$ cat config.mk
export PLATFORM = sky130hd
export DESIGN_NAME = coh_snoop_ctrl
export DESIGN_NICKNAME = d
export VERILOG_FILES = /design/src/rtl/coh_pkg.sv /design/src/rtl/coh_datapath.sv /design/src/rtl/coh_control.sv /design/src/rtl/coh_snoop_ctrl.sv
export SDC_FILE = /design/constraint.sdc
export NUM_CORES = 1
export LEC_CHECK = 0
export ABC_AREA = 1
export BUFFER_PORTS_ARGS = -buffer_cell sky130_fd_sc_hd__buf_4
export CORE_UTILIZATION = 62
export DETAILED_ROUTE_END_ITERATION = 6
export GPL_ROUTABILITY_DRIVEN = 0
export PLACE_DENSITY = 0.92
export SLEW_MARGIN = 30
export SYNTH_ARGS = -nofsm -noshare
export SYNTH_HDL_FRONTEND = slang
export SYNTH_SLANG_ARGS = --single-unit
$ cat constraint.sdc
create_clock -name clk -period 4.8 [get_ports clk]
set_input_delay 0.24 -clock clk [delete_from_list [all_inputs] [get_ports clk]]
set_output_delay 0.24 -clock clk [all_outputs]
set_load 0.01 [all_outputs]
$ cat src/rtl/coh_pkg.sv
package coh_pkg;

  typedef enum logic [1:0] {
    LS_INV = 2'b00,
    LS_SHR = 2'b01,
    LS_EXC = 2'b10
  } lineState_e;

  typedef enum logic [1:0] {
    BC_NONE   = 2'b00,
    BC_RDMISS = 2'b01,
    BC_WRMISS = 2'b10,
    BC_WBACK  = 2'b11
  } busCmd_e;

  // strobes from control to the line-state datapath
  typedef struct packed {
    logic fill;       // write cpu tag and a new state into the cpu line
    logic fillExc;    // new state is Exclusive (else Shared)
    logic selVictim;  // bus address is the resident line, not the cpu address
  } ctlStrobe_t;

endpackage

$ cat src/rtl/coh_datapath.sv
module coh_datapath
  import coh_pkg::*;
#(
  parameter int ADDR_W  = 8,
  parameter int INDEX_W = 2
) (
  input  logic                      clk,
  input  logic                      rstN,
  input  logic                      cpuWrite,
  input  logic [ADDR_W-1:0]         cpuAddr,
  input  logic                      snoopValid,
  input  logic [1:0]                snoopCmd,
  input  logic [ADDR_W-1:0]         snoopAddr,
  input  ctlStrobe_t                strb,
  input  logic [INDEX_W-1:0]        probeIdx,
  output logic                      cpuHit,
  output logic                      victimDirty,
  output logic                      restart,
  output logic                      supplied,
  output logic [ADDR_W-1:0]         busAddr,
  output logic [1:0]                probeState,
  output logic [ADDR_W-INDEX_W-1:0] probeTag
);

  localparam int LINES = 1 << INDEX_W;
  localparam int TAG_W = ADDR_W - INDEX_W;

  lineState_e       stateQ [LINES];
  logic [TAG_W-1:0] tagQ   [LINES];

  logic [INDEX_W-1:0] cpuIdx, snIdx;
  logic [TAG_W-1:0]   cpuTag, snTag;
  lineState_e         cpuState, snState, snNext;
  logic               tagHit, snMatch, snChange;

  assign cpuIdx = cpuAddr[INDEX_W-1:0];
  assign cpuTag = cpuAddr[ADDR_W-1:INDEX_W];
  assign snIdx  = snoopAddr[INDEX_W-1:0];
  assign snTag  = snoopAddr[ADDR_W-1:INDEX_W];

  assign cpuState = stateQ[cpuIdx];
  assign snState  = stateQ[snIdx];

  // cpu side lookup
  assign tagHit      = (cpuState != LS_INV) && (tagQ[cpuIdx] == cpuTag);
  assign cpuHit      = tagHit && (!cpuWrite || cpuState == LS_EXC);
  assign victimDirty = (cpuState == LS_EXC) && (tagQ[cpuIdx] != cpuTag);
  assign busAddr     = strb.selVictim ? {tagQ[cpuIdx], cpuIdx} : cpuAddr;

  // snoop side lookup
  assign snMatch = snoopValid
                && (snoopCmd == BC_RDMISS || snoopCmd == BC_WRMISS)
                && (snState != LS_INV) && (tagQ[snIdx] == snTag);

  always_comb begin
    snNext = snState;
    if (snoopCmd == BC_WRMISS)     snNext = LS_INV;
    else if (snState == LS_EXC)    snNext = LS_SHR;
  end

  assign snChange = snMatch && (snNext != snState);
  assign supplied = snMatch && (snState == LS_EXC);
  assign restart  = snChange && (snIdx == cpuIdx);

  // state array: snoop update written last so it wins on a shared index
  always_ff @(posedge clk) begin
    if (!rstN) begin
      for (int i = 0; i < LINES; i++) begin
        stateQ[i] <= LS_INV;
        tagQ[i]   <= '0;
      end
    end else begin
      if (strb.fill) begin
        stateQ[cpuIdx] <= strb.fillExc ? LS_EXC : LS_SHR;
        tagQ[cpuIdx]   <= cpuTag;
      end
      if (snChange) stateQ[snIdx] <= snNext;
    end
  end

  assign probeState = stateQ[probeIdx];
  assign probeTag   = tagQ[probeIdx];

endmodule

$ cat src/rtl/coh_control.sv
module coh_control
  import coh_pkg::*;
(
  input  logic       clk,
  input  logic       rstN,
  input  logic       cpuReq,
  input  logic       cpuWrite,
  input  logic       cpuHit,
  input  logic       victimDirty,
  input  logic       restart,
  input  logic       snoopValid,
  input  logic       busGnt,
  output ctlStrobe_t strb,
  output logic       busReq,
  output logic       busValid,
  output logic [1:0] busCmd,
  output logic       cpuDone
);

  typedef enum logic [1:0] {CS_IDLE, CS_WAIT, CS_WBACK, CS_DONE} ctlState_e;

  ctlState_e stQ, stD;
  busCmd_e   cmdD;
  busCmd_e   missCmd;

  assign missCmd = cpuWrite ? BC_WRMISS : BC_RDMISS;

  always_comb begin
    stD      = stQ;
    strb     = '0;
    busReq   = 1'b0;
    busValid = 1'b0;
    cmdD     = BC_NONE;
    cpuDone  = 1'b0;
    unique case (stQ)
      CS_IDLE: begin
        // a snoop owns the state array this cycle; the cpu waits
        if (cpuReq && !snoopValid) stD = cpuHit ? CS_DONE : CS_WAIT;
      end
      CS_WAIT: begin
        busReq = 1'b1;
        if (restart) begin
          stD = CS_IDLE;
        end else if (busGnt) begin
          busValid = 1'b1;
          if (victimDirty) begin
            cmdD           = BC_WBACK;
            strb.selVictim = 1'b1;
            stD            = CS_WBACK;
          end else begin
            cmdD         = missCmd;
            strb.fill    = 1'b1;
            strb.fillExc = cpuWrite;
            stD          = CS_DONE;
          end
        end
      end
      CS_WBACK: begin
        busReq       = 1'b1;
        busValid     = 1'b1;
        cmdD         = missCmd;
        strb.fill    = 1'b1;
        strb.fillExc = cpuWrite;
        stD          = CS_DONE;
      end
      CS_DONE: begin
        cpuDone = 1'b1;
        stD     = CS_IDLE;
      end
      default: stD = CS_IDLE;
    endcase
  end

  assign busCmd = cmdD;

  always_ff @(posedge clk) begin
    if (!rstN) stQ <= CS_IDLE;
    else       stQ <= stD;
  end

endmodule

$ cat src/rtl/coh_snoop_ctrl.sv
module coh_snoop_ctrl
  import coh_pkg::*;
#(
  parameter int ADDR_W  = 8,
  parameter int INDEX_W = 2
) (
  input  logic                      clk,
  input  logic                      rstN,
  input  logic                      cpuReq,
  input  logic                      cpuWrite,
  input  logic [ADDR_W-1:0]         cpuAddr,
  output logic                      cpuDone,
  output logic                      busReq,
  input  logic                      busGnt,
  output logic                      busValidOut,
  output logic [1:0]                busCmdOut,
  output logic [ADDR_W-1:0]         busAddrOut,
  input  logic                      snoopValid,
  input  logic [1:0]                snoopCmd,
  input  logic [ADDR_W-1:0]         snoopAddr,
  output logic                      supplied,
  input  logic [INDEX_W-1:0]        probeIdx,
  output logic [1:0]                probeState,
  output logic [ADDR_W-INDEX_W-1:0] probeTag
);

  ctlStrobe_t strb;
  logic       cpuHit, victimDirty, restart;

  coh_control u_ctl (
    .clk        (clk),
    .rstN       (rstN),
    .cpuReq     (cpuReq),
    .cpuWrite   (cpuWrite),
    .cpuHit     (cpuHit),
    .victimDirty(victimDirty),
    .restart    (restart),
    .snoopValid (snoopValid),
    .busGnt     (busGnt),
    .strb       (strb),
    .busReq     (busReq),
    .busValid   (busValidOut),
    .busCmd     (busCmdOut),
    .cpuDone    (cpuDone)
  );

  coh_datapath #(.ADDR_W(ADDR_W), .INDEX_W(INDEX_W)) u_dp (
    .clk        (clk),
    .rstN       (rstN),
    .cpuWrite   (cpuWrite),
    .cpuAddr    (cpuAddr),
    .snoopValid (snoopValid),
    .snoopCmd   (snoopCmd),
    .snoopAddr  (snoopAddr),
    .strb       (strb),
    .probeIdx   (probeIdx),
    .cpuHit     (cpuHit),
    .victimDirty(victimDirty),
    .restart    (restart),
    .supplied   (supplied),
    .busAddr    (busAddrOut),
    .probeState (probeState),
    .probeTag   (probeTag)
  );

endmodule

# == After elaboration in Yosys (flattened, before gate mapping) ==
# Memory sizes are Yosys's and may differ from the RTL's.
# Cells that the tools add are included.
# classes
n_eq_ne,14
mux,42
reduce_logical,22
# ops
op,count
$mux W2,17
$mux W1,17
$eq A6 B6 Y1,2
$eq A2 B2 Y1 const B,5
$logic_and A1 B1 Y1,10
$mux W8,1
$pmux W2 S2,2
$pmux W2 S4,1
$mux W3,2
$mux W6,1
$ne A6 B6 Y1,1
$reduce_or A2 Y1,3
$reduce_or A6 Y1,1
$eq A2 B1 Y1 const B,2
$reduce_bool A2 Y1,2
$ne A3 B3 Y1 const B,1
$eq A2 B2 Y1,1
$logic_not A1 Y1,2
$logic_not A2 Y1,1
$logic_or A1 B1 Y1,2
$ne A2 B1 Y1 const B,1
$ne A2 B2 Y1,1
$pmux W1 S2,1
$reduce_and A2 Y1,1
# totals
ff_bits,2
mem_bits_rw,32
in_bits,26
out_inout_bits,22
elab_cells,81
memories,2
# mem_list
memory,words,word_bits,read_ports,rd_clocked_by_memory_dff,wr,line,source
u_dp.tagQ,4,6,3,0,4,coh_datapath.sv:29,logic [TAG_W-1:0] tagQ [LINES];
u_dp.stateQ,4,2,3,0,4,coh_datapath.sv:28,lineState_e stateQ [LINES];

# == Longest topological paths before layout ==
# Gate-level depths: netlist of run 1.
# logic_depth
ltp_word,14
mapped_depth,20
ltp_nobuf,17

# == By module ==
# A second synthesis of run 1 with hierarchy kept.
# hier_totals
cells_unflattened,421
hier_area_um2,2756.4
# modules_own_cells
module,n_inst,cells_per_inst,area_per_inst_um2,seq_area_each_um2
coh_datapath,1,374,2468.6,960.9
coh_control,1,47,287.8,40.0

# == Worst setup path after synthesis of run 1 ==
# OpenSTA, ideal clock, no wires.
# synth_path
path_type,in2out
startpoint,input port snoopCmd[0]
endpoint,output port busAddrOut[3]
arrival_ns,1.924
required_ns,4.560
path_slack_ns,2.636
stages,13
n_path_buf,1
path_cell_list,inv_1 ha_1 or2_2 a21oi_1 nand3_1 nor2_1 nand3_1 nand2_1 inv_1 nand2_1 nor2_2 buf_2 o21ai_0
# synth_between
elab_chain_len,10
word_cells_on_any_way,13
cone_classes,eq/ne: 3; mux: 4; reduce/logical: 6
# synth_lines
element,line,source
start: declaration,coh_snoop_ctrl.sv:19,"input logic [1:0] snoopCmd,"
$eq A2 B1 Y1 or $eq A2 B2 Y1 (tied branches),"coh_datapath.sv:52, coh_datapath.sv:57",
$logic_or A1 B1 Y1,coh_datapath.sv:52,&& (snoopCmd == BC_RDMISS || snoopCmd == BC_WRMISS)
$logic_and A1 B1 Y1,coh_datapath.sv:52,
$logic_and A1 B1 Y1 (2 in series),coh_datapath.sv:53,&& (snState != LS_INV) && (tagQ[snIdx] == snTag);
$logic_and A1 B1 Y1 (*),coh_datapath.sv:61,assign snChange = snMatch && (snNext != snState);
$logic_and A1 B1 Y1 (*),coh_datapath.sv:63,assign restart = snChange && (snIdx == cpuIdx);
$mux W3 (*),coh_control.sv:42,if (restart) begin
$mux W1 (*),coh_control.sv:35,unique case (stQ)
$mux W8 (*),coh_datapath.sv:48,"assign busAddr = strb.selVictim ? {tagQ[cpuIdx], cpuIdx} : cpuAddr;"
end: declaration,coh_snoop_ctrl.sv:17,"output logic [ADDR_W-1:0] busAddrOut,"
# Mark *: on every way between the ends. The rest lies on a longest branch, timed or not.

==> results of run 1 <==
## registers in the layout (all words and copies together) (netlist names)
| name | cells |
|---|---|
| u_ctl.stQ | 2 |
| u_dp.tagQ | 24 |
| u_dp.stateQ | 8 |
## worst max path at each step
| stage | cells after the start | startpoint | end |
|---|---|---|---|
| 3_5_place_dp | 14 | snoopAddr[1] | busCmdOut[0] |
| 5_1_grt | 14 | snoopAddr[1] | busCmdOut[0] |
| 3_3_place_gp | 14 | snoopAddr[1] | busCmdOut[1] |
| 2_1_floorplan | 13 | snoopCmd[0] | busAddrOut[3] |
| 4_1_cts | 14 | u_dp.stateQ[3][0] | busCmdOut[0] |
| 6_report | 15 | u_dp.tagQ[0][5] | busCmdOut[0] |
## layer usage
layer | wire length (um) | up-vias | GRT usage, %
li1 | - | 1473 | -
met1 | 3090 | 1314 | 47.1
met2 | 3350 | 230 | 48.0
met3 | 994 | 23 | 4.76
met4 | 147 | 0 | 11.1
met5 | 0 | - | 0
## where the power goes
group	leakage, nW	internal, mW	total (mW)	switching, mW
sequential	0.347	0.352	0.376	0.0239
clock	0.0426	0.0997	0.204	0.105
combinational	1.28	0.132	0.346	0.214
## layout make-up
| cell class | instances | share of cell area (%) |
|---|---|---|
| Clock buffer | 6 | 2.24 |
| Clock inverter | 2 | 0.270 |
| Inverter | 56 | 6.48 |
| Tap cell | 52 | 2.01 |
| Timing Repair Buffer | 47 | 10.9 |
| Multi-Input combinational cell | 332 | 47.3 |
| Sequential cell | 34 | 30.9 |
## layout by cell type (no fill, tap or decap), types with 3 or more instances in the layout
| cell | n |
|---|---|
| a21oi_1 | 19 |
| buf_4 | 47 |
| clkbuf_8 | 5 |
| edfxtp_1 | 32 |
| ha_1 | 6 |
| inv_1 | 51 |
| inv_2 | 4 |
| nand2_1 | 152 |
| nand2_2 | 3 |
| nand2_4 | 3 |
| nand3_1 | 34 |
| nand4_1 | 3 |
| nor2_1 | 58 |
| nor3_1 | 7 |
| o21ai_0 | 28 |
| o22ai_1 | 4 |
## critical path, cell delays in order, from the launching register on
cell      delay (ns)
edfxtp_1        0.38
inv_1           0.06
o21ai_0         0.26
nand2_1         0.11
nand3b_1        0.10
nand2_1         0.05
nand3_1         0.09
nor2_1          0.07
nand3_1         0.10
nand2_1         0.11
inv_1           0.08
nand2_1         0.08
nor2_2          0.38
inv_1           0.12
a21oi_1         0.15
buf_4           0.14
## logic make-up after synthesis
group	count (synthesis)	share of synthesized area (%)
and+or+nand+nor	270	40.1
adders and majority gates	6	2.62
DFF	34	34.9
xor gates and xnor gates	1	0.305
buffers and inverters	74	11.6
AOI/OAI and AO/OA	55	10.4
==> impl_metrics.env, run 1 <==
export IMPL_outcome="finished clean"
export IMPL_synth_area_mm2=0.00287
export IMPL_async_reset_ff_share_pct=0
export IMPL_synth_cells=440
export IMPL_ys_ff_latch=34
export IMPL_seq_area_frac_synth_pct=34.9
export IMPL_irDropWorstVdd_uv=324
export IMPL_synth_edf_count=32
export IMPL_r2r_setup_slack_ns=2.25
export IMPL_critical_path_max_fanout=13
export IMPL_io_buffers=47
export IMPL_holdWs_ns=0.268
export IMPL_min_to="u_ctl.stQ[0]"
export IMPL_drt_first_pass_iters=6
export IMPL_drt_iter0_markers=363
export IMPL_fin_util_pct=73.5
export IMPL_viasPerCell=5.75
export IMPL_multiInputGateArea_mm2=0.00153
export IMPL_end_kind="output pin"
export IMPL_diodes=0
export IMPL_synth_area_per_cell_um2=6.52
export IMPL_yosysWarnings=0
export IMPL_pre_cts_slack_ns=2.08
export IMPL_yosysUniqueCellTypes=31
export IMPL_final_hold_viol_count=0
export IMPL_netlist_top_cells_area="edfxtp_1 (34%), nand2_1 (20%), nor2_1 (7.6%), inv_1 (6.7%), nand3_1 (5.9%)"
export IMPL_fin_nets=508
export IMPL_drcViolationCount=0
export IMPL_setup_ws_ns=2.00
export IMPL_clock_fmax_ghz=0.357
export IMPL_worstPathRequired_ns=4.56
export IMPL_slew_headroom_pct=65.3
export IMPL_synth_flop_cell="edfxtp_1"
export IMPL_start_kind="flip-flop"
export IMPL_critPathArrivalTime_ns=2.56
export IMPL_postCtsSetupRepairBufs=0
export IMPL_routedWlPerCell_um=14.3
export IMPL_place_inst=521
export IMPL_synth_common_cells="nand2_1 (152), nor2_1 (58), inv_1 (51)"
export IMPL_seq_area_mm2=0.00100
export IMPL_reg2reg_depth=14
export IMPL_leakagePower_nw=1.67
export IMPL_syn2layout_area_growth_pct=13.1
export IMPL_grt_ovfl_total=0
export IMPL_vias=3040
export IMPL_antenna_found_initial=0
export IMPL_clk_insertion_delay_late_ns=0.29
export IMPL_min_delay_start="rstN"
export IMPL_tightestPinTransition_ns=0.520
export IMPL_powerDensity_mw_per_mm2=285
export IMPL_clk_pin_slew_ns=0.07
export IMPL_initial_core_util_pct=65.0
export IMPL_core_mm2=0.00441
export IMPL_hpwl_mm=5.72
export IMPL_syn_num_nets=472
export IMPL_finalSetupViolCount=0
export IMPL_cts_buffers=5
export IMPL_nFillCells=363
export IMPL_place_area_mm2=0.00316
export IMPL_min_period_over_period_pct=58.4
export IMPL_die_area_mm2=0.00490
export IMPL_grt_max_degree=26
export IMPL_synth_top_cell_area_share_pct=33.5
export IMPL_num_rows=24
export IMPL_min_path_cells=3
export IMPL_dieHeight_um=70.0
export IMPL_total_power_mw=0.926
export IMPL_finalMaxSlewViolations=0
export IMPL_die_w_um=70.0
export IMPL_yosysMostFrequentCell="nand2_1"
export IMPL_final_cells=529
export IMPL_setup_tns_ns=0
export IMPL_hold_path_class="input port to flip-flop"
export IMPL_yosys_area_top_type="edfxtp_1"
export IMPL_cts_resized=0
export IMPL_ant_nets=0
export IMPL_finClkSkew_ns=0.00254
export IMPL_cts_hold_buf=0
export IMPL_path_class="flip-flop to output pin"
export IMPL_drive_gt1_share_pct=14.9
export IMPL_rsz0062_at_grt="false"
export IMPL_r2r_end="u_dp.stateQ[3][0]"
export IMPL_grt_pass1_vias=2611
export IMPL_reg2reg_from="u_dp.tagQ[0][5]"
export IMPL_cts_sinks=34
export IMPL_ios=48
export IMPL_final_cell_area_mm2=0.00324
export IMPL_min_period_ns=2.80
export IMPL_htreeDepth=2
export IMPL_root_buffer="clkbuf_8"
export IMPL_grt_total_usage_pct=32.0
export IMPL_wl_mm=7.57
export IMPL_maxCapViolCount=0
export IMPL_clockBufferDepth=2
export IMPL_grt_pass1_wl_mm=12.3
export IMPL_tritoncts="done"
No activity file was read; power rests on OpenSTA's default activity.
==> run 2: changes to the inputs <==
--- a/config.mk
+++ b/config.mk
@@ -7,10 +7,10 @@
 export LEC_CHECK = 0
 export ABC_AREA = 1
 export BUFFER_PORTS_ARGS = -buffer_cell sky130_fd_sc_hd__buf_4
-export CORE_UTILIZATION = 62
+export CORE_UTILIZATION = 57
 export DETAILED_ROUTE_END_ITERATION = 6
 export GPL_ROUTABILITY_DRIVEN = 0
-export PLACE_DENSITY = 0.92
+export PLACE_DENSITY = 0.86
 export SLEW_MARGIN = 30
 export SYNTH_ARGS = -nofsm -noshare
 export SYNTH_HDL_FRONTEND = slang
==> constraint.sdc (replaced) <==
create_clock -name clk -period 2.9 [get_ports clk]
set_input_delay 0.145 -clock clk [delete_from_list [all_inputs] [get_ports clk]]
set_output_delay 0.145 -clock clk [all_outputs]
set_load 0.01 [all_outputs]
==> impl_metrics.env, run 2 (synthesized netlist as in run 1, its figures left out) <==
export IMPL_outcome="finished clean"
export IMPL_pre_cts_slack_ns=0.283
export IMPL_dieHeight_um=72.9
export IMPL_clockBufferDepth=2
export IMPL_drt_first_pass_iters=5
export IMPL_drt_iter0_markers=351
export IMPL_clk_pin_slew_ns=0.07
export IMPL_top_register="u_dp.tagQ"
export IMPL_grt_pass1_vias=2629
export IMPL_critPathArrivalTime_ns=2.54
export IMPL_cts_hold_buf=0
export IMPL_seq_area_mm2=0.00100
export IMPL_cp_common_cell="nand2_1"
export IMPL_clkPwrFrac_pct=26.2
export IMPL_final_hold_viol_count=0
export IMPL_rsz0062_at_grt="false"
export IMPL_maxCapViolCount=0
export IMPL_hold_path_class="input port to flip-flop"
export IMPL_critical_path_max_fanout=9
export IMPL_wl_mm=7.61
export IMPL_final_cell_area_mm2=0.00331
export IMPL_ios=48
export IMPL_slew_headroom_pct=65.0
export IMPL_layout_commonest_cell="nand2_1"
export IMPL_multiInputGateArea_mm2=0.00154
export IMPL_grt_ovfl_total=0
export IMPL_core_mm2=0.00479
export IMPL_hpwl_mm=5.80
export IMPL_path_class="flip-flop to flip-flop"
export IMPL_tightestPinTransition_ns=0.521
export IMPL_grt_max_degree=26
export IMPL_start_kind="flip-flop"
export IMPL_htreeDepth=2
export IMPL_setup_tns_ns=0
export IMPL_tritoncts="done"
export IMPL_place_inst=538
export IMPL_fin_nets=510
export IMPL_reg_top3="u_dp.tagQ (24), u_dp.stateQ (8), u_ctl.stQ (2)"
export IMPL_num_rows=25
export IMPL_initial_core_util_pct=59.9
export IMPL_nFillCells=426
export IMPL_io_buffers=47
export IMPL_switchingPower_mw=0.570
export IMPL_ant_nets=0
export IMPL_finalSetupViolCount=0
export IMPL_switching_share_pct=35.0
export IMPL_end_kind="flip-flop"
export IMPL_cts_sinks=34
export IMPL_viasPerCell=5.44
export IMPL_drcViolationCount=0
export IMPL_grt_pass1_wl_mm=12.4
export IMPL_power_internal_mw=1.06
export IMPL_cts_buffers=5
export IMPL_syn2layout_area_growth_pct=15.3
export IMPL_vias=2968
export IMPL_routedWlPerCell_um=13.9
export IMPL_drive_gt1_share_pct=15.2
export IMPL_place_area_mm2=0.00320
export IMPL_pwr_share_seq_pct=38.2
export IMPL_die_w_um=72.9
export IMPL_cp_slowest_stage_delay_ns=0.40
export IMPL_min_period_ns=2.57
export IMPL_largest_reg_flops=24
export IMPL_finalMaxSlewViolations=0
export IMPL_grt_total_usage_pct=30.9
export IMPL_clock_fmax_ghz=0.389
export IMPL_final_cell_mix="nand2_1 (152), nor2_1 (58), inv_1 (51)"
export IMPL_irDropWorstVdd_uv=506
export IMPL_antenna_found_initial=0
export IMPL_final_cells=546
export IMPL_total_power_mw=1.63
export IMPL_finClkSkew_ns=0.00248
export IMPL_root_buffer="clkbuf_8"
export IMPL_min_period_over_period_pct=88.6
export IMPL_setup_ws_ns=0.332
export IMPL_worstPathRequired_ns=2.87
export IMPL_leakagePower_nw=1.69
export IMPL_die_area_mm2=0.00532
export IMPL_comb_power_share_pct=35.6
export IMPL_crit_slowest_cell="edfxtp_1"
export IMPL_path_cells="inv_1 -> o21ai_0 -> nand2_1 -> nand3_1 -> nand2_1 -> nor2_1 -> nand3_1 -> nand2_2 -> nand2_2 -> a21boi_4 -> nand4_2 -> inv_2 -> nand2_4 -> nand2_1"
export IMPL_clk_insertion_delay_late_ns=0.28
export IMPL_diodes=0
export IMPL_powerDensity_mw_per_mm2=493
## run 2: per-layer routing
metal	GRT usage (%)	wire length (um)	share of wire, %	up-vias
li1	-	-	-	1476
met2	48.9	3400	45	157
met4	11.3	138	1.8	0
met3	4.56	766	10	11
met1	43.0	3300	43	1324
met5	0	0	0	-
## run 2: cell type report
class                      count  share of cell area (%)
tap                           67                    2.53
sequential                    34                    30.3
timing repair buffer          49                    11.1
inverter                      56                    6.36
clock buffer                   7                    2.31
multi-input combinational    332                    46.5
clock inverter                 1                   0.908
## run 2: through the flow
stage | util (%) | hold WS [ns]
after floorplan | - | 0.372
after CTS | 69.0 | 0.174
after detailed placement | 66.8 | 0.478
after global routing | 69.1 | 0.190
after global placement | 66.8 | 0.467
final | 69.1 | 0.183
## run 2: repair_timing
| item | 4_1_cts | 5_1_grt |
|---|---|---|
| hold endpoints to repair | 0 | 0 |
| gates resized for setup | 0 | 1 |
| setup endpoints to repair | 0 | 6 |
| setup buffers | 0 | 0 |
## run 2: worst max-delay path: cells and delay by family (launching register included)
kind            cells  cell delay, ns
buf+inv             2            0.21
flops               1            0.40
compound gates      2            0.46
simple gates       10            1.17
## run 2: power by group through the flow
stage                     registers [mW]  clock network [mW]  logic [mW]
after CTS                          0.620               0.429       0.573
final                              0.622               0.427       0.581
after detailed placement           0.631                   0       0.568
after global placement             0.630                   0       0.551
after floorplan                    0.615                   0       0.405
after global routing               0.626               0.444       0.645
## run 2: final timing paths
check,slack [ns],to,cells past startpoint,start
max,0.33,u_dp.tagQ[0][1],14,u_dp.tagQ[0][5]
min,0.18,u_ctl.stQ[0],3,rstN
max reg2reg,0.33,u_dp.tagQ[0][1],14,u_dp.tagQ[0][5]
min reg2reg,0.55,u_ctl.stQ[0],2,u_ctl.stQ[0]
==> run 3: changes to the inputs <==
--- a/config.mk
+++ b/config.mk
@@ -7,9 +7,10 @@
 export LEC_CHECK = 0
 export ABC_AREA = 1
 export BUFFER_PORTS_ARGS = -buffer_cell sky130_fd_sc_hd__buf_4
-export CORE_UTILIZATION = 57
+export CELL_PAD_IN_SITES_DETAIL_PLACEMENT = 1
+export CELL_PAD_IN_SITES_GLOBAL_PLACEMENT = 1
+export CORE_UTILIZATION = 40
 export DETAILED_ROUTE_END_ITERATION = 6
-export GPL_ROUTABILITY_DRIVEN = 0
 export PLACE_DENSITY = 0.86
 export SLEW_MARGIN = 30
 export SYNTH_ARGS = -nofsm -noshare
==> impl_metrics.env, run 3 (synthesized netlist as in run 1, its figures left out) <==
export IMPL_outcome="finished clean"
export IMPL_drive_gt1_share_pct=15.2
export IMPL_finalMaxSlewViolations=0
export IMPL_clk_insertion_delay_late_ns=0.29
export IMPL_end_kind="flip-flop"
export IMPL_dieHeight_um=86.7
export IMPL_tritoncts="done"
export IMPL_finalSetupViolCount=0
export IMPL_cts_sinks=34
export IMPL_final_cell_area_mm2=0.00332
export IMPL_critPathTopFamily="simple AND/OR/NAND/NOR gates"
export IMPL_postCtsSetupRepairBufs=0
export IMPL_io_buffers=47
export IMPL_grt_pass1_vias=2978
export IMPL_num_rows=30
export IMPL_largest_reg_flops=24
export IMPL_fin_util_pct=48.3
export IMPL_wl_mm=9.15
export IMPL_cp_common_cell="nand2_1"
export IMPL_slew_headroom_pct=64.2
export IMPL_htreeDepth=2
export IMPL_final_hold_viol_count=0
export IMPL_place_area_mm2=0.00323
export IMPL_total_power_mw=1.56
export IMPL_layout_commonest_cell="nand2_1"
export IMPL_grt_total_usage_pct=25.9
export IMPL_diodes=0
export IMPL_grt_pass1_wl_mm=14.9
export IMPL_path_cells="nand2_1 -> o21ai_0 -> nand2_1 -> nand2_1 -> nand2_1 -> nand2_1 -> nor2_1 -> nand3_1 -> nand2_2 -> nand2_2 -> a21boi_4 -> nand4_2 -> inv_2 -> nand2_4 -> nand2_1"
export IMPL_critPathArrivalTime_ns=2.62
export IMPL_initial_core_util_pct=41.7
export IMPL_start_kind="flip-flop"
export IMPL_drcViolationCount=0
export IMPL_crit_slowest_cell="edfxtp_1"
export IMPL_cp_slowest_stage_delay_ns=0.48
export IMPL_drt_first_pass_iters=4
export IMPL_critical_path_max_fanout=9
export IMPL_path_class="flip-flop to flip-flop"
export IMPL_die_w_um=86.7
export IMPL_core_mm2=0.00687
export IMPL_routedWlPerCell_um=15.9
export IMPL_tightestPinTransition_ns=0.537
export IMPL_reg_top3="u_dp.tagQ (24), u_dp.stateQ (8), u_ctl.stQ (2)"
export IMPL_finClkSkew_ns=0.00710
export IMPL_drt_iter0_markers=150
export IMPL_vias=2992
export IMPL_ios=48
export IMPL_irDropWorstVdd_uv=332
export IMPL_final_cell_mix="nand2_1 (152), nor2_1 (58), inv_1 (51)"
export IMPL_antenna_found_initial=0
export IMPL_top_register="u_dp.tagQ"
export IMPL_maxCapViolCount=0
export IMPL_rsz0062_at_grt="false"
export IMPL_clock_fmax_ghz=0.377
export IMPL_worstPathRequired_ns=2.86
export IMPL_cts_buffers=5
export IMPL_min_period_ns=2.65
export IMPL_powerDensity_mw_per_mm2=469
export IMPL_min_period_over_period_pct=91.5
export IMPL_leakagePower_nw=1.68
export IMPL_clk_pin_slew_ns=0.07
export IMPL_clockBufferDepth=2
export IMPL_grt_ovfl_total=0
export IMPL_hold_path_class="input port to flip-flop"
export IMPL_cp_buffers_inverters=1
export IMPL_root_buffer="clkbuf_8"
export IMPL_gp_congestion=0.863
export IMPL_die_area_mm2=0.00751
export IMPL_viasPerCell=5.20
export IMPL_grt_max_degree=26
export IMPL_syn2layout_area_growth_pct=15.7
export IMPL_hpwl_mm=7.30
export IMPL_fin_nets=510
export IMPL_setup_tns_ns=0
export IMPL_ant_nets=0
## run 3: cell count changes in the layout (fill, tap and decap cells not counted), sizes merged
cell,delta
clkinv,+2
bufinv,-1
clkbuf,-1
## run 3: metal layers
metal	track usage (%)	vias up	share of wire, %
met5	0	-	0
met2	42.9	92	47
li1	-	1479	-
met3	3.33	12	5.0
met4	7.27	0	1.6
met1	35.4	1409	46
## run 3: final timing paths
path                            slack [ns]               to  depth (start not counted)             from
worst max-delay path                  0.25  u_dp.tagQ[0][0]                         15  u_dp.tagQ[1][5]
worst max register to register        0.25  u_dp.tagQ[0][0]                         15  u_dp.tagQ[1][5]
worst min-delay path                  0.19     u_ctl.stQ[0]                          3             rstN
worst min register to register        0.53     u_ctl.stQ[0]                          2     u_ctl.stQ[0]
## run 3: what timing repair did
| action | CTS | global route |
|---|---|---|
| hold buffers | 0 | 0 |
| setup endpoints to repair | 0 | 8 |
| gates resized for setup | 0 | 1 |
## run 3: area by class of cell
cell class / count / area, um2
Inverter: 56 / 210
Fill cell: 957 / 3550
Tap cell: 96 / 120
Multi-Input combinational cell: 332 / 1540
Clock buffer: 6 / 72.6
Timing Repair Buffer: 49 / 368
Sequential cell: 34 / 1000
Clock inverter: 2 / 8.76
## run 3: metrics by stage
stage | cells | setup WS, ns | hold slack [ns]
6_report | 575 | 0.246 | 0.190
5_1_grt | 575 | 0.0177 | 0.213
4_1_cts | 575 | 0.184 | 0.183
3_5_place_dp | 567 | 0.203 | 0.492
3_3_place_gp | 567 | 0.265 | 0.477
2_1_floorplan | 440 | 0.837 | 0.372
## run 3: power breakdown
part	switching, mW	total, mW	leakage (nW)	internal, mW
sequential	0.0408	0.623	0.347	0.582
clock	0.176	0.341	0.0426	0.165
combinational	0.372	0.594	1.29	0.223
## run 3: worst reg2reg max path, delay by kind of cell (launching register included)
kind,cells,cell delay [ns]
and+or+nand+nor,12,1.44
DFF,1,0.48
buffers and inverters,1,0.13
AOI/OAI and AO/OA,2,0.29
